**config.mk**
```make
export PLATFORM = sky130hd
export DESIGN_NAME = staged_irq_ctrl
export DESIGN_NICKNAME = d
export VERILOG_FILES = /design/src/rtl/sirc_pkg.sv /design/src/rtl/sirc_pend.sv /design/src/rtl/sirc_lenreg.sv /design/src/rtl/sirc_ctx.sv /design/src/rtl/staged_irq_ctrl.sv
export SDC_FILE = /design/constraint.sdc
export NUM_CORES = 1
export LEC_CHECK = 0
export BUFFER_PORTS_ARGS = -buffer_cell sky130_fd_sc_hd__buf_2
export CORE_MARGIN = 5
export CORE_UTILIZATION = 35
export CTS_CLUSTER_DIAMETER = 150
export DETAILED_ROUTE_END_ITERATION = 16
export PLACE_DENSITY_LB_ADDON = 0.15
export RECOVER_POWER = 100
export SKIP_LAST_GASP = 1
export SYNTH_ARGS = -nofsm -noshare
export SYNTH_HDL_FRONTEND = slang
export SYNTH_SLANG_ARGS = --single-unit
export TNS_END_PERCENT = 50
```
**constraint.sdc**
```tcl
create_clock -name clk -period 2.7 [get_ports clk]
set_input_delay 0.27 -clock clk [delete_from_list [all_inputs] [get_ports clk]]
set_output_delay 0.27 -clock clk [all_outputs]
set_load 0.05 [all_outputs]
```
**src/rtl/sirc_pkg.sv**
```systemverilog
package sirc_pkg;

   // what the controller does at the coming edge
   typedef enum logic [1:0] {
      EV_IDLE   = 2'd0,
      EV_ENTER  = 2'd1,
      EV_RESUME = 2'd2,
      EV_FINISH = 2'd3
   } sirc_ev_e;

   function automatic int unsigned idx_bits(input int unsigned n);
      return (n <= 1) ? 1 : $clog2(n);
   endfunction

endpackage

```
**src/rtl/sirc_pend.sv**
```systemverilog
// Pending-request latch with lowest-index-first selection
module sirc_pend #(
   parameter int unsigned N  = 3,
   parameter int unsigned IW = 2
) (
   input  logic          clk,
   input  logic          rst_n,
   input  logic [N-1:0]  req_i,
   input  logic          clr_i,
   input  logic [IW-1:0] clr_idx_i,
   input  logic [N-1:0]  busy_mask_i,
   output logic          any_o,
   output logic [IW-1:0] pick_o
);
   logic [N-1:0] pend_q;
   logic [N-1:0] clr_vec;
   logic [N-1:0] elig;

   genvar g;
   generate
      for (g = 0; g < N; g++) begin : g_bit
         assign clr_vec[g] = clr_i && (clr_idx_i == IW'(g));
         always_ff @(posedge clk or negedge rst_n) begin
            if (!rst_n) pend_q[g] <= 1'b0;
            else        pend_q[g] <= (pend_q[g] & ~clr_vec[g]) | req_i[g];
         end
      end
   endgenerate

   assign elig  = pend_q & ~busy_mask_i;
   assign any_o = |elig;

   always_comb begin
      pick_o = '0;
      for (int i = N - 1; i >= 0; i--) begin
         if (elig[i]) pick_o = IW'(i);
      end
   end
endmodule

```
**src/rtl/sirc_lenreg.sv**
```systemverilog
// Per-loop critical-stage length registers, one write port, two read ports
module sirc_lenreg #(
   parameter int unsigned N       = 3,
   parameter int unsigned IW      = 2,
   parameter int unsigned CW      = 8,
   parameter int unsigned RST_LEN = 4
) (
   input  logic          clk,
   input  logic          rst_n,
   input  logic          we_i,
   input  logic [IW-1:0] addr_i,
   input  logic [CW-1:0] data_i,
   input  logic [IW-1:0] rd_a_i,
   input  logic [IW-1:0] rd_b_i,
   output logic [CW-1:0] len_a_o,
   output logic [CW-1:0] len_b_o
);
   logic [CW-1:0] len_q [N];

   genvar g;
   generate
      for (g = 0; g < N; g++) begin : g_len
         always_ff @(posedge clk or negedge rst_n) begin
            if (!rst_n)
               len_q[g] <= CW'(RST_LEN);
            else if (we_i && (addr_i == IW'(g)))
               len_q[g] <= data_i;
         end
      end
   endgenerate

   always_comb begin
      len_a_o = '0;
      len_b_o = '0;
      for (int i = 0; i < N; i++) begin
         if (rd_a_i == IW'(i)) len_a_o = len_q[i];
         if (rd_b_i == IW'(i)) len_b_o = len_q[i];
      end
   end
endmodule

```
**src/rtl/sirc_ctx.sv**
```systemverilog
// Per-loop saved context and the link to the routine each loop preempted
module sirc_ctx #(
   parameter int unsigned N  = 3,
   parameter int unsigned IW = 2,
   parameter int unsigned PW = 16,
   parameter int unsigned CW = 8
) (
   input  logic          clk,
   input  logic          rst_n,
   input  logic          save_i,
   input  logic [IW-1:0] save_idx_i,
   input  logic [PW-1:0] save_pc_i,
   input  logic [CW-1:0] save_cnt_i,
   input  logic          save_open_i,
   input  logic          link_i,
   input  logic [IW-1:0] link_idx_i,
   input  logic [IW-1:0] link_par_i,
   input  logic          link_valid_i,
   input  logic [IW-1:0] cur_idx_i,
   output logic          has_par_o,
   output logic [IW-1:0] par_idx_o,
   output logic [PW-1:0] par_pc_o,
   output logic [CW-1:0] par_cnt_o,
   output logic          par_open_o
);
   typedef struct packed {
      logic [PW-1:0] pc;
      logic [CW-1:0] cnt;
      logic          open;
   } ctx_t;

   ctx_t          ctx_q  [N];
   logic [IW-1:0] par_q  [N];
   logic          hpar_q [N];

   genvar g;
   generate
      for (g = 0; g < N; g++) begin : g_slot
         always_ff @(posedge clk or negedge rst_n) begin
            if (!rst_n) begin
               ctx_q[g] <= '0;
            end else if (save_i && (save_idx_i == IW'(g))) begin
               ctx_q[g].pc   <= save_pc_i;
               ctx_q[g].cnt  <= save_cnt_i;
               ctx_q[g].open <= save_open_i;
            end
         end
         always_ff @(posedge clk or negedge rst_n) begin
            if (!rst_n) begin
               par_q[g]  <= '0;
               hpar_q[g] <= 1'b0;
            end else if (link_i && (link_idx_i == IW'(g))) begin
               par_q[g]  <= link_par_i;
               hpar_q[g] <= link_valid_i;
            end
         end
      end
   endgenerate

   ctx_t par_ctx;

   always_comb begin
      has_par_o = 1'b0;
      par_idx_o = '0;
      for (int i = 0; i < N; i++) begin
         if (cur_idx_i == IW'(i)) begin
            has_par_o = hpar_q[i];
            par_idx_o = par_q[i];
         end
      end
      par_ctx = '0;
      for (int i = 0; i < N; i++) begin
         if (par_idx_o == IW'(i)) par_ctx = ctx_q[i];
      end
   end

   assign par_pc_o   = par_ctx.pc;
   assign par_cnt_o  = par_ctx.cnt;
   assign par_open_o = par_ctx.open;
endmodule

```
**src/rtl/staged_irq_ctrl.sv**
```systemverilog
module staged_irq_ctrl #(
   parameter int unsigned     N_LOOPS    = 3,
   parameter int unsigned     PC_W       = 16,
   parameter int unsigned     CNT_W      = 8,
   parameter int unsigned     RST_LEN    = 4,
   parameter logic [PC_W-1:0] VEC_BASE   = 'h40,
   parameter logic [PC_W-1:0] VEC_STRIDE = 'h10,
   localparam int unsigned    IDX_W      = sirc_pkg::idx_bits(N_LOOPS)
) (
   input  logic               clk,
   input  logic               rst_n,
   input  logic [N_LOOPS-1:0] irq_i,
   input  logic               retire_i,
   input  logic [PC_W-1:0]    pc_i,
   input  logic               rti_i,
   input  logic               cfg_we_i,
   input  logic [IDX_W-1:0]   cfg_addr_i,
   input  logic [CNT_W-1:0]   cfg_data_i,
   output logic               take_o,
   output logic [PC_W-1:0]    vec_o,
   output logic [IDX_W-1:0]   loop_o,
   output logic               busy_o,
   output logic               open_o,
   output logic               resume_o,
   output logic [PC_W-1:0]    ret_addr_o
);
   import sirc_pkg::*;

   initial begin : param_chk
      assert (N_LOOPS >= 2) else $error("N_LOOPS must be at least 2");
      assert (CNT_W >= 1 && CNT_W <= 16) else $error("CNT_W out of range");
      assert (RST_LEN < (1 << CNT_W)) else $error("RST_LEN does not fit CNT_W");
      assert (PC_W >= 4) else $error("PC_W too small");
   end

   logic               busy_q, open_q, take_q, resume_q;
   logic [IDX_W-1:0]   act_q;
   logic [CNT_W-1:0]   cnt_q;
   logic [N_LOOPS-1:0] inuse_q;
   logic [PC_W-1:0]    vec_q, ret_q;

   logic               any_elig;
   logic [IDX_W-1:0]   pick;
   logic [CNT_W-1:0]   len_pick, len_act;
   logic               has_par, par_open;
   logic [IDX_W-1:0]   par_idx;
   logic [PC_W-1:0]    par_pc;
   logic [CNT_W-1:0]   par_cnt;
   sirc_ev_e           ev;
   logic [N_LOOPS-1:0] pick_oh, act_oh;
   logic [CNT_W:0]     cnt_nxt;

   // event selection: a return wins over a new entry in the same cycle
   always_comb begin
      ev = EV_IDLE;
      if (rti_i && busy_q)
         ev = has_par ? EV_RESUME : EV_FINISH;
      else if (any_elig && (!busy_q || open_q))
         ev = EV_ENTER;
   end

   assign pick_oh = N_LOOPS'(1) << pick;
   assign act_oh  = N_LOOPS'(1) << act_q;
   assign cnt_nxt = {1'b0, cnt_q} + {{CNT_W{1'b0}}, 1'b1};

   sirc_pend #(.N(N_LOOPS), .IW(IDX_W)) u_pend (
      .clk         (clk),
      .rst_n       (rst_n),
      .req_i       (irq_i),
      .clr_i       (ev == EV_ENTER),
      .clr_idx_i   (pick),
      .busy_mask_i (inuse_q),
      .any_o       (any_elig),
      .pick_o      (pick)
   );

   sirc_lenreg #(.N(N_LOOPS), .IW(IDX_W), .CW(CNT_W), .RST_LEN(RST_LEN)) u_len (
      .clk     (clk),
      .rst_n   (rst_n),
      .we_i    (cfg_we_i),
      .addr_i  (cfg_addr_i),
      .data_i  (cfg_data_i),
      .rd_a_i  (pick),
      .rd_b_i  (act_q),
      .len_a_o (len_pick),
      .len_b_o (len_act)
   );

   sirc_ctx #(.N(N_LOOPS), .IW(IDX_W), .PW(PC_W), .CW(CNT_W)) u_ctx (
      .clk          (clk),
      .rst_n        (rst_n),
      .save_i       ((ev == EV_ENTER) && busy_q),
      .save_idx_i   (act_q),
      .save_pc_i    (pc_i),
      .save_cnt_i   (cnt_q),
      .save_open_i  (open_q),
      .link_i       (ev == EV_ENTER),
      .link_idx_i   (pick),
      .link_par_i   (act_q),
      .link_valid_i (busy_q),
      .cur_idx_i    (act_q),
      .has_par_o    (has_par),
      .par_idx_o    (par_idx),
      .par_pc_o     (par_pc),
      .par_cnt_o    (par_cnt),
      .par_open_o   (par_open)
   );

   always_ff @(posedge clk or negedge rst_n) begin
      if (!rst_n) begin
         busy_q   <= 1'b0;
         open_q   <= 1'b1;
         act_q    <= '0;
         cnt_q    <= '0;
         inuse_q  <= '0;
         take_q   <= 1'b0;
         resume_q <= 1'b0;
         vec_q    <= '0;
         ret_q    <= '0;
      end else begin
         take_q   <= (ev == EV_ENTER);
         resume_q <= (ev == EV_RESUME);
         unique case (ev)
            EV_ENTER: begin
               busy_q  <= 1'b1;
               act_q   <= pick;
               cnt_q   <= '0;
               open_q  <= (len_pick == '0);
               inuse_q <= inuse_q | pick_oh;
               vec_q   <= VEC_BASE + PC_W'(pick) * VEC_STRIDE;
            end
            EV_RESUME: begin
               act_q   <= par_idx;
               cnt_q   <= par_cnt;
               open_q  <= par_open;
               inuse_q <= inuse_q & ~act_oh;
               ret_q   <= par_pc;
            end
            EV_FINISH: begin
               busy_q  <= 1'b0;
               open_q  <= 1'b1;
               cnt_q   <= '0;
               inuse_q <= inuse_q & ~act_oh;
            end
            default: begin
               if (busy_q && !open_q && retire_i) begin
                  cnt_q <= cnt_nxt[CNT_W-1:0];
                  if (cnt_nxt >= {1'b0, len_act}) open_q <= 1'b1;
               end
            end
         endcase
      end
   end

   assign take_o     = take_q;
   assign vec_o      = vec_q;
   assign loop_o     = act_q;
   assign busy_o     = busy_q;
   assign open_o     = open_q;
   assign resume_o   = resume_q;
   assign ret_addr_o = ret_q;
endmodule

```
==> metrics.txt, run 1 <==
status=complete, but fails checks; failing checks=max-capacitance violations, max-slew violations; Final TNS setup=0 ns; Diodes inserted=0; Yosys cell types=between 50 and 60; f_max=between 0.4 and 0.5 GHz; drt first-iter violations=slightly below 200; commonest non-fill, non-tap cell in the layout=dfrtp_1; unrepaired setup endpoints after global routing=no; largest family of logic cells by synthesized area=multiplexers; Starting Density=35.6%; Final Hold Fails=0; most frequent cells in the layout=dfrtp_1, mux2_2, nand2_1; worst-path fanout max=21; combinational power share=40.4%; wire length per cell=around 17 um; Final Util=between 40% and 50%; total track usage=14.5%; Pre-antenna DRT Iters=5; clock network power share=about a quarter; share of layout cells above drive strength 1=28.7%; final hold slack=roughly 0.023 ns; CTS Sinks=147; synthesis-to-finish area growth=17.3%; slew margin rel.=-13.9%; Worst Clk Skew=0.00758 ns; CTS tree=built; # DRC=0; die footprint=22800 um^2; Row Count=between 50 and 60; Final #Nets=686; initial antenna violation count=0; Seq pwr share=34.1%; largest net degree at the start of global routing=just under 70; #FFs+latches synth=about 150; Worst-Skew Late Latency=approximately 0.43 ns; Pint=0.00633 W; Setup CP Type=reg2reg; first-pass GRT wire length=25700 um; Post-CTS Setup Bufs=0; Setup crit start kind=register; HP Class=in2reg; # port buffers=58; power per cell area=~1300 nW/um^2; Syn. warnings=0; simple-gate portion of the synthesized area=roughly 10%; Switching Fraction=38.3%; clock buffer depth=2; Syn Area/Cell=12.0 um^2; Clk pin slew, worst setup/hold paths=0.06 ns; DR vias/cell=4.96; Num CTS Buffers=17; vias in the first global route=4836; post-synth top area share=51.5%; Max Cap Viol=1; mapped cell area=a little under 7000 um^2; dpl hpwl=10500 um; VDD IR max=0.000444 V; Cells after Synth=579; Compound-Gate Fraction of Synth Area=7.91%; Die X=151 um; GPL Wtd Cong=0.796; CORE AREA=19500 um^2; CP Data Arrival Time=2.79 ns; Tcrit/Tclk final=92.2%; final WL=~16000 um; Final setup viols=0; mux cell area share after synthesis=22.2%; total gr overflow=0; Setup WS post-layout=around 0.21 ns; CP endpoint kind=register; Post-Synth XOR/XNOR Area=0.757%; Place WS=0.143 ns; Synth area leader=dfrtp_1; Switch Pwr=slightly below 0.004 W; Die Ht=151 um; Seq/Total Area, Yosys=53.0%; Synth area leaders=dfrtp_1, mux2_2, mux2i_1, mux2_1, buf_4; adder-cell share of the synthesized area=under 10%; Ports=just over 70; Worst Path Required=3.00 ns; Worst Max-Slew Pin Slew=1.71 ns; Clk Tree Root Cell=clkbuf_16; Final Slew Violations=68; Final min period=2.49 ns; P_leak=3.56 nW; H-tree levels=4; vias post-DR=4566; Final ANT Viol Nets=0
path summary, 6_finish.rpt:
path,start,to,slack (ns),cells after the start
worst max-delay path,open_o$_DFFE_PN1P_,u_ctx.ctx_q[54]$_DFFE_PN0P_,0.21,8
max in group asynchronous,rst_n,u_ctx.ctx_q[11]$_DFFE_PN0P_,0.58,3
worst max register to register,open_o$_DFFE_PN1P_,u_ctx.ctx_q[54]$_DFFE_PN0P_,0.21,8
min in group asynchronous,rst_n,u_len.len_q[7]$_DFFE_PN0P_,0.83,2
worst min register to register,u_ctx.ctx_q[50]$_DFFE_PN0P_,u_ctx.ctx_q[50]$_DFFE_PN0P_,0.47,1
worst min-delay path,irq_i[1],u_pend.pend_q[1]$_DFF_PN0_,0.02,2
through the flow:
stage	instances	instance area (um^2)	power, W
CTS	921	8210	0.0105
finish	921	8150	0.0103
floorplan	591	6990	0.00667
global placement	888	7550	0.00770
global route	921	8150	0.0110
detailed placement	888	7550	0.00782
flip-flops by register name, indices dropped and copies added (netlist names), 2 cells and up:
register	cells
ret_addr_o	16
vec_o	3
u_ctx.par_q	6
cnt_q	8
u_pend.pend_q	3
loop_o	2
u_ctx.ctx_q	75
u_ctx.hpar_q	3
inuse_q	3
u_len.len_q	24
per-layer routing:
layer	part of all wire, %	up-vias	track usage, %	wire [um]
met5	0	-	0	0
met4	1.4	0	4.67	211
met3	4.1	18	3.71	643
met2	48	93	23.6	7480
met1	46	2311	19.0	7190
li1	-	2144	-	-
cells by family (layout without fill, tap and decap cells):
| group | count (synthesis) | after routing |
|---|---|---|
| XOR/XNOR | 6 | 6 |
| multiplexers | 141 | 141 |
| AND/OR/NAND/NOR | 135 | 135 |
| other | 1 | 13 |
| adder cells (fa/ha/maj) | 9 | 9 |
| AO/OA/AOI/OAI | 90 | 90 |
| buffers and inverters | 50 | 115 |
| flip-flops | 147 | 147 |
worst max-delay path: stages (launching register included):
cell and delay [ns]:
dfstp_2 0.57, inv_1 0.08, o21ai_0 0.42, nand2_4 0.16, inv_2 0.15, nand2_4 0.09, nor3_4 0.30, buf_12 0.24
mux2_1 0.34
cell usage after synthesis, drive strengths merged:
master   number
a2111oi       1
a211oi        1
a21boi        2
a21o          7
a21oi        27
a2bb2oi       1
a31oi         3
a32oi         2
and3          3
buf          33
clkbuf       12
conb          1
dfrtp       143
dfstp         4
ha            9
inv           5
mux2        105
mux2i        36
nand2        45
nand2b        7
nand3        18
nand3b        6
nand4         1
nor2         38
nor2b         3
nor3          2
nor3b         2
nor4          6
o211ai        1
o21a          6
o21ai        31
o221ai        5
o22a          1
o22ai         1
o31ai         1
or2           3
or3b          1
xnor2         4
xor2          2
repair_timing:
item                                    in CTS  in global routing
hold endpoints to repair                    63                  0
gates resized for setup                      0                  3
endpoints found under the setup margin       0                  1
hold buffers                                 1                  0
power groups by stage:
| stage | Sequential, W | Combinational (W) | Clock (W) |
|---|---|---|---|
| floorplan | 0.00392 | 0.00276 | 0 |
| global placement | 0.00349 | 0.00421 | 0 |
| detailed placement | 0.00354 | 0.00428 | 0 |
| CTS | 0.00350 | 0.00429 | 0.00269 |
| global route | 0.00360 | 0.00457 | 0.00279 |
| finish | 0.00350 | 0.00414 | 0.00262 |
final cells by class:
class / instances / area (um^2)
fillers: 1886 / 11400
flip-flops and latches: 147 / 3690
multi-input cells: 394 / 3000
repair buffers: 78 / 458
clock buffers: 17 / 425
well taps: 265 / 332
clock inverters: 15 / 229
inverters: 5 / 18.8
Power figures use the tool's default switching activity.
==> run 2, diff against run 1 <==
--- a/config.mk
+++ b/config.mk
@@ -10,7 +10,7 @@
 export CORE_UTILIZATION = 35
 export CTS_CLUSTER_DIAMETER = 150
 export DETAILED_ROUTE_END_ITERATION = 16
-export PLACE_DENSITY_LB_ADDON = 0.15
+export PLACE_DENSITY_LB_ADDON = 0.3
 export RECOVER_POWER = 100
 export SKIP_LAST_GASP = 1
 export SYNTH_ARGS = -nofsm -noshare
==> metrics.txt, run 2 (synthesis gave the netlist of run 1 again) <==
Post-CTS Setup Bufs=0 (unchanged); Final setup viols=0 (unchanged); first-pass GRT wire length=25500 um (-0.70%); Row Count=51 (unchanged); Diodes inserted=0 (unchanged); vias in the first global route=5006 (+3.5%); synthesis-to-finish area growth=16.1%; HP Class=in2reg; Final min period=2.45 ns (-0.0382 ns); # DRC=0 (unchanged); final WL=15100 um (-3.1%); worst path cell trace=inv_1, o21ai_0, nand2_4, inv_1, nand2_4, nor2_1, buf_12, mux2_2; Largest Register=u_ctx.ctx_q; clock buffer depth=2 (unchanged); Clk Tree Root Cell=clkbuf_16; Setup crit start kind=register; Worst-Skew Late Latency=0.42 ns (about the same); Die X=151 um (unchanged); Final Slew Violations=0 (-100%); Tcrit/Tclk final=90.8% (-1.4 points); final hold slack=0.0325 ns (+0.00909 ns); Clk pin slew, worst setup/hold paths=0.06 ns (about the same); GPL Wtd Cong=0.863 (+8.4%); # fillers=1879 (-0.37%); dpl hpwl=10300 um (-2.6%); initial antenna violation count=0 (unchanged); max reg flops=75 (unchanged); DR vias/cell=4.93 (-0.48%); VDD IR max=0.000497 V (+12%); CP endpoint kind=register; # port buffers=58 (unchanged); design area=8070 um^2 (-0.98%); unrepaired setup endpoints after global routing=no; Setup CP Type=reg2reg; P_leak=3.54 nW (-0.69%); status=completed; Num CTS Buffers=17 (unchanged); crit path buf inv count=3 (unchanged); Final ANT Viol Nets=0 (unchanged); power per cell area=1250 nW/um^2 (-0.98%); Ports=72 (unchanged); cell family with most CP delay=flip-flops; drt first-iter violations=215 (+10%); Setup WS post-layout=0.249 ns (+0.0382 ns); Die Ht=151 um (unchanged); CP max-delay cell=dfstp_2; total gr overflow=0 (unchanged); CTS tree=built; share of layout cells above drive strength 1=28.2% (-0.41 points); Final TNS setup=0 ns (unchanged); Max Cap Viol=0 (-1); worst-path fanout max=25 (+19%); Final #Nets=685 (-0.15%); most frequent cells in the layout=dfrtp_1, mux2_2, nand2_1; Place WS=0.00442 ns (-0.139 ns); H-tree levels=4 (unchanged); Worst Path Required=3.00 ns (about the same); Final Hold Fails=0 (unchanged); Final Util=41.3% (-0.41 points); largest net degree at the start of global routing=57 (-17%); f_max=0.408 GHz (+1.6%); Worst Clk Skew=0.00953 ns (+0.00195 ns); CP Data Arrival Time=2.75 ns (-0.04 ns); CORE AREA=19500 um^2 (unchanged); Starting Density=35.6% (unchanged); CTS Sinks=147 (unchanged); wire length per cell=16.4 um (-3.0%); vias post-DR=4539 (-0.59%); die footprint=22800 um^2 (unchanged); Post-DP Area=7510 um^2 (-0.46%); commonest non-fill, non-tap cell in the layout=dfrtp_1; slew margin rel.=0.841% (+15 points); Pre-antenna DRT Iters=4 (-1); crit-path max cell delay=0.60 ns (+0.03 ns); Worst Max-Slew Pin Slew=1.49 ns (-0.221 ns); total track usage=14.2% (-0.35 points)
-- run 2: cell count changes in the layout (fill, tap and decap cells not counted), moves of 2 or more --
cell	change
inv_6	+2
o21ai_1	+2
buf_12	-2
buf_4	-2
-- run 2: final timing paths --
path / from / to / slack (ns) / cells past startpoint
worst max register to register: open_o$_DFFE_PN1P_ / u_ctx.ctx_q[30]$_DFFE_PN0P_ / 0.25 / 8
worst min register to register: u_ctx.ctx_q[0]$_DFFE_PN0P_ / u_ctx.ctx_q[0]$_DFFE_PN0P_ / 0.47 / 1
max in group asynchronous: rst_n / u_ctx.ctx_q[19]$_DFFE_PN0P_ / 0.43 / 3
worst max-delay path: open_o$_DFFE_PN1P_ / u_ctx.ctx_q[30]$_DFFE_PN0P_ / 0.25 / 8
worst min-delay path: irq_i[1] / u_pend.pend_q[1]$_DFF_PN0_ / 0.03 / 2
min in group asynchronous: rst_n / u_len.len_q[15]$_DFFE_PN0P_ / 0.74 / 2
-- run 2: timing repair --
item                       CTS  global route
gates resized for setup      1             7
hold buffers                 1             0
gates cloned                 0             0
setup endpoints to repair    1             1
hold endpoints to repair    51             0
-- run 2: per-layer routing --
layer  GRT usage (%)  part of all wire [%]  up-vias
li1                -                     -     2150
met1            18.0                    45     2314
met2            24.3                    51       64
met3            3.02                   3.1       11
met4            4.35                   1.0        0
met5               0                     0        -
-- run 2: stage by stage --
| step | total power, W | instances |
|---|---|---|
| after floorplan | 0.00667 | 591 |
| after global routing | 0.0107 | 920 |
| final | 0.0101 | 920 |
| after CTS | 0.0103 | 920 |
| after detailed placement | 0.00771 | 887 |
| after global placement | 0.00759 | 887 |
-- run 2: where the power goes --
group	leakage [nW]	switching (W)	total [W]	internal (W)
clock network	0.308	0.000941	0.00253	0.00158
logic	1.44	0.00240	0.00399	0.00159
registers	1.79	0.000517	0.00354	0.00302
total	3.54	0.00386	0.0101	0.00620
-- run 2: layout make-up --
cell class / instances / area (um^2) / share of cell area (%)
flip-flops and latches: 147 / 3690 / 45.7
multi-input cells: 394 / 2970 / 36.9
clock buffers: 18 / 439 / 5.45
repair buffers: 77 / 417 / 5.17
well taps: 265 / 332 / 4.11
clock inverters: 14 / 198 / 2.45
inverters: 5 / 18.8 / 0.233
